<file path="config.mk">
export PLATFORM = sky130hd
export DESIGN_NAME = xint_ctrl
export DESIGN_NICKNAME = d
export VERILOG_FILES = /design/src/rtl/xint_pkg.sv /design/src/rtl/xint_sync.sv /design/src/rtl/xint_chan.sv /design/src/rtl/xint_tmrbits.sv /design/src/rtl/xint_ctrl.sv
export SDC_FILE = /design/constraint.sdc
export NUM_CORES = 1
export LEC_CHECK = 0
export ABC_CLOCK_PERIOD_IN_PS = 1100
export BUFFER_PORTS_ARGS = -buffer_cell sky130_fd_sc_hd__buf_2
export CAP_MARGIN = 20
export CORE_AREA = 2 2 39 41
export CTS_CLUSTER_DIAMETER = 30
export DETAILED_ROUTE_END_ITERATION = 8
export DIE_AREA = 0 0 41 43
export PLACE_DENSITY = 0.7
export REMOVE_ABC_BUFFERS = 1
export SYNTH_ARGS = -nofsm -noshare
export SYNTH_HDL_FRONTEND = slang
export SYNTH_SLANG_ARGS = --single-unit
</file>
<file path="constraint.sdc">
create_clock -name clk -period 1.1 [get_ports clk]
set_clock_uncertainty 0.1 [all_clocks]
set_input_delay 0.11 -clock clk [delete_from_list [all_inputs] [get_ports clk]]
set_output_delay 0.11 -clock clk [all_outputs]
set_load 0.005 [all_outputs]
</file>
<file path="src/rtl/xint_pkg.sv">
package xint_pkg;
  localparam int REG_W   = 8;
  localparam int N_CH    = 2;
  localparam int TMR_LSB = 4;
  localparam int TMR_W   = REG_W - TMR_LSB;

  // Channel c: type at bit 2c, flag at bit 2c+1 (layout decoded by software)
  function automatic int type_pos(input int c);
    return 2 * c;
  endfunction

  function automatic int flag_pos(input int c);
    return 2 * c + 1;
  endfunction
endpackage

</file>
<file path="src/rtl/xint_sync.sv">
module xint_sync #(
  parameter int STAGES = 2
) (
  input  logic clk,
  input  logic rst,
  input  logic d_i,
  output logic lvl_o,
  output logic prv_o
);
  localparam int LEN = STAGES + 1;

  logic [LEN-1:0] sh_q;

  always_ff @(posedge clk) begin
    if (rst) sh_q <= '1;
    else     sh_q <= {sh_q[LEN-2:0], d_i};
  end

  assign lvl_o = sh_q[STAGES-1];
  assign prv_o = sh_q[STAGES];
endmodule

</file>
<file path="src/rtl/xint_chan.sv">
module xint_chan (
  input  logic clk,
  input  logic rst,
  input  logic lvl_i,
  input  logic prv_i,
  input  logic ack_i,
  input  logic we_i,
  input  logic wtype_i,
  input  logic wflag_i,
  output logic type_o,
  output logic flag_o
);
  logic type_q, flag_q, flag_d, fall;

  assign fall = prv_i & ~lvl_i;

  always_comb begin
    if (!type_q)   flag_d = ~lvl_i;
    else if (fall) flag_d = 1'b1;
    else if (ack_i) flag_d = 1'b0;
    else if (we_i) flag_d = wflag_i;
    else           flag_d = flag_q;
  end

  always_ff @(posedge clk) begin
    if (rst) begin
      type_q <= 1'b0;
      flag_q <= 1'b0;
    end else begin
      flag_q <= flag_d;
      if (we_i) type_q <= wtype_i;
    end
  end

  assign type_o = type_q;
  assign flag_o = flag_q;
endmodule

</file>
<file path="src/rtl/xint_tmrbits.sv">
module xint_tmrbits #(
  parameter int W = 4
) (
  input  logic         clk,
  input  logic         rst,
  input  logic         we_i,
  input  logic [W-1:0] wdata_i,
  output logic [W-1:0] bits_o
);
  always_ff @(posedge clk) begin
    if (rst)       bits_o <= '0;
    else if (we_i) bits_o <= wdata_i;
  end
endmodule

</file>
<file path="src/rtl/xint_ctrl.sv">
module xint_ctrl
  import xint_pkg::*;
#(
  parameter int SYNC_STAGES = 2
) (
  input  logic             clk,
  input  logic             rst,
  input  logic             ext0_pin_i,
  input  logic             ext1_pin_i,
  input  logic             ext0_ack_i,
  input  logic             ext1_ack_i,
  input  logic             reg_we_i,
  input  logic [REG_W-1:0] reg_wdata_i,
  output logic             irq0_o,
  output logic             irq1_o,
  output logic [REG_W-1:0] reg_rdata_o
);
  logic [N_CH-1:0]  pins, acks, sync_lvl, sync_prv, types, flags;
  logic [TMR_W-1:0] tmr;

  assign pins = {ext1_pin_i, ext0_pin_i};
  assign acks = {ext1_ack_i, ext0_ack_i};

  for (genvar c = 0; c < N_CH; c++) begin : g_ch
    xint_sync #(.STAGES(SYNC_STAGES)) u_sync (
      .clk(clk), .rst(rst), .d_i(pins[c]),
      .lvl_o(sync_lvl[c]), .prv_o(sync_prv[c])
    );
    xint_chan u_chan (
      .clk(clk), .rst(rst),
      .lvl_i(sync_lvl[c]), .prv_i(sync_prv[c]),
      .ack_i(acks[c]), .we_i(reg_we_i),
      .wtype_i(reg_wdata_i[type_pos(c)]),
      .wflag_i(reg_wdata_i[flag_pos(c)]),
      .type_o(types[c]), .flag_o(flags[c])
    );
    assign reg_rdata_o[type_pos(c)] = types[c];
    assign reg_rdata_o[flag_pos(c)] = flags[c];
  end

  xint_tmrbits #(.W(TMR_W)) u_tmr (
    .clk(clk), .rst(rst), .we_i(reg_we_i),
    .wdata_i(reg_wdata_i[REG_W-1:TMR_LSB]), .bits_o(tmr)
  );

  assign reg_rdata_o[REG_W-1:TMR_LSB] = tmr;
  assign irq0_o = flags[0];
  assign irq1_o = flags[1];
endmodule

</file>
==> impl_metrics.py <==
metrics = {
    "outcome": {
        "status": "finished with violations",
        "violations": "hold timing",
    },
    "global_routing": {
        "busiest_layer": "met2",
        "antenna_found_initial": 0,
        "grt_pass1_wl_um": 1410,
        "met1_usage": 0.155,
        "grt_max_degree": 17,
        "grtUsageTotal": 0.121,
        "grt_pass1_vias": 345,
        "met2_usage": 0.163,
        "grt_util_met3": 0.0471,
        "grt_overflow_total": 0,
    },
    "logic_synthesis": {
        "yosys.area_share.simple": 0.176,
        "yosys.cell_types.count": 9,
        "synth_seq_cells": 14,
        "synth_xor_xnor_area_share": 0,
        "synth.area.mux_share": 0.157,
        "ys.warnings.count": 0,
        "synthesis.area_um2": 510,
        "synth_top_family_by_area": "simple AND/OR/NAND/NOR gates",
        "seq_area_frac_synth": 0.549,
        "synth-compound-area-share": 0.0343,
        "synthAdderAreaFrac": 0,
        "synthCells": 46,
        "syn_avg_cell_area_um2": 11.1,
    },
    "sta": {
        "hold_ws_ns": -0.00181,
        "finalCriticalPeriod_ns": 1.04,
        "drv_slew": 0,
        "finalSetupViolCount": 0,
        "hold_viol": 1,
        "final.setup.tns_ns": 0,
        "worst_slew_pin_slew_ns": 0.251,
        "slew_headroom": 0.832,
        "fin_ws_ns": 0.0575,
        "post-route-period-util": 0.948,
        "rsz0062_at_grt": "false",
        "fmax_mhz": 959,
    },
    "die": {
        "dieArea_um2": 1760,
        "coreArea_um2": 1380,
        "die_y_um": 43,
        "num_io_pins": 25,
        "start_util": 0.369,
        "die_x_um": 41,
        "rows": 14,
    },
    "final_layout": {
        "fill_cells": 134,
        "nets": 92,
        "final_layout_size_suffix_gt1_frac": 0.447,
        "most-common-layout-cells": "24 x buf_2, 14 x dfxtp_1, 8 x mux2i_1, 8 x dlygate4sd3_1",
        "layout_commonest_cell": "buf_2",
        "area_growth_pct": 41.9,
        "n_antenna_cell": 0,
        "finalCoreUtilization": 0.524,
    },
    "clock_network": {
        "cts_tree": "done",
        "clock_latency_ns": 0.27,
        "hold_buffers": 8,
        "cts_made_buffers": 3,
        "clock_sinks": 14,
        "cts_resized": 0,
        "cts-root-buf": "clkbuf_4",
        "post-cts-setup-buffers": 0,
        "h-tree-depth": 1,
        "cts.clk_slew.worst_paths_ns": 0.08,
        "cts.path.max_buffers": 2,
    },
    "min_path": {
        "min_to": "g_ch[0].u_chan.flag_o$_SDFFE_PP0P_",
        "min_path_type": "primary input to flop",
        "min_path_cells": 3,
        "worstHoldStart": "ext0_ack_i",
    },
    "worst_setup_path": {
        "rr_startpoint": "g_ch[1].u_chan.type_o$_SDFFE_PP0P_",
        "cpPeakStageDelay_ns": 0.36,
        "crit_family": "flip-flops",
        "path_buf_inv": 0,
        "required_ns": 1.18,
        "cp_slowest_cell": "dfxtp_1",
        "path_class": "flop to flop",
        "r2r_cells": 2,
        "cp-end-kind": "flop",
        "cp_data_arrival_time_ns": 1.12,
        "rrSetupSlack_ns": 0.06,
        "cp_max_fo": 4,
        "r2r_end": "g_ch[1].u_chan.flag_o$_SDFFE_PP0P_",
        "start_kind": "flop",
        "path_cells": "or3b_1, o32ai_1",
    },
    "power_and_ir_drop": {
        "p_leak_nw": 0.352,
        "power_density_nw_per_um2": 1400,
        "irDropWorstVdd_mv": 0.689,
    },
    "detailed_routing": {
        "vias_per_cell": 4.43,
        "first_pass_iters": 1,
        "drc_errors": 0,
        "detail_route.iter0.violations": 0,
        "routed_wl_um": 895,
        "wire_per_inst_um": 9.73,
        "num_vias": 408,
        "final_antenna_net_count": 0,
    },
    "place": {
        "io_buffers": 24,
        "pre_cts_ws_ns": 0.0989,
        "place_congestion": 0.629,
    },
    "run": {
        "max_cap_viol_count": 0,
    },
}
-- layer usage --
layer,vias to the layer above,part of all wire
li1,213,-
met1,180,0.46
met2,15,0.47
met3,0,0.070
met4,0,0
met5,-,0
-- synthesized netlist by cell type, drive strengths merged --
cell type	n	area (um^2)
dfxtp	14	280
buf	6	42.5
or2	6	37.5
mux2i	8	80.1
o32ai	2	17.5
or3b	2	17.5
nor2	6	22.5
nor2b	2	12.5
-- where the power goes --
| part | internal (mW) | switching [mW] | leakage (nW) |
|---|---|---|---|
| registers | 0.531 | 0.0106 | 0.115 |
| logic | 0.0725 | 0.0413 | 0.216 |
| clock network | 0.201 | 0.158 | 0.0210 |
| total | 0.804 | 0.210 | 0.352 |
-- worst max-delay path by stage --
stage,cells past startpoint,slack [ns],endpoint,start
3_3_place_gp,2,0.15,g_ch[0].u_chan.flag_o$_SDFFE_PP0P_,g_ch[0].u_chan.type_o$_SDFFE_PP0P_
6_report,2,0.06,g_ch[1].u_chan.flag_o$_SDFFE_PP0P_,g_ch[1].u_chan.type_o$_SDFFE_PP0P_
4_1_cts,2,0.05,g_ch[1].u_chan.flag_o$_SDFFE_PP0P_,g_ch[1].u_chan.type_o$_SDFFE_PP0P_
3_5_place_dp,2,0.1,g_ch[1].u_chan.flag_o$_SDFFE_PP0P_,g_ch[1].u_chan.type_o$_SDFFE_PP0P_
2_1_floorplan,2,0.14,g_ch[0].u_chan.flag_o$_SDFFE_PP0P_,g_ch[0].u_chan.type_o$_SDFFE_PP0P_
5_1_grt,2,0.0009,g_ch[1].u_chan.flag_o$_SDFFE_PP0P_,g_ch[1].u_chan.type_o$_SDFFE_PP0P_
-- cell type report --
class / instances / area, um^2 / share of cell area
tap: 16 / 20.0 / 0.0276
timing repair buffer: 32 / 200 / 0.276
clock buffer: 4 / 36.3 / 0.0501
sequential: 14 / 280 / 0.387
multi-input combinational: 26 / 188 / 0.259
-- cells by family after synthesis --
logic type             count (synthesis)
flip-flops                            14
buffers and inverters                  6
AND/OR/NAND/NOR                       16
multiplexers                           8
AO/OA/AOI/OAI                          2
-- tightest hold or removal path, stage by stage --
cell and delay [ns]:
buf_2 0.07, or3b_1 0.09, o32ai_1 0.05
-- per-stage QoR --
step                hold slack, ns  cell area, um^2  total power [mW]  cells
floorplan                   0.0824              468             0.590     40
global placement             0.193              608             0.645     80
detailed placement           0.194              608             0.647     80
CTS                        -0.0135              724              1.04     92
global route               -0.0150              724              1.09     92
finish                    -0.00181              724              1.01     92
-- registers in the layout (all words and copies together) (netlist names) --
| register | flops |
|---|---|
| g_ch.u_sync.sh_q | 6 |
| u_tmr.bits_o | 4 |
| g_ch.u_chan.flag_o | 2 |
| g_ch.u_chan.type_o | 2 |
No activity file was read; power rests on OpenSTA's default activity.
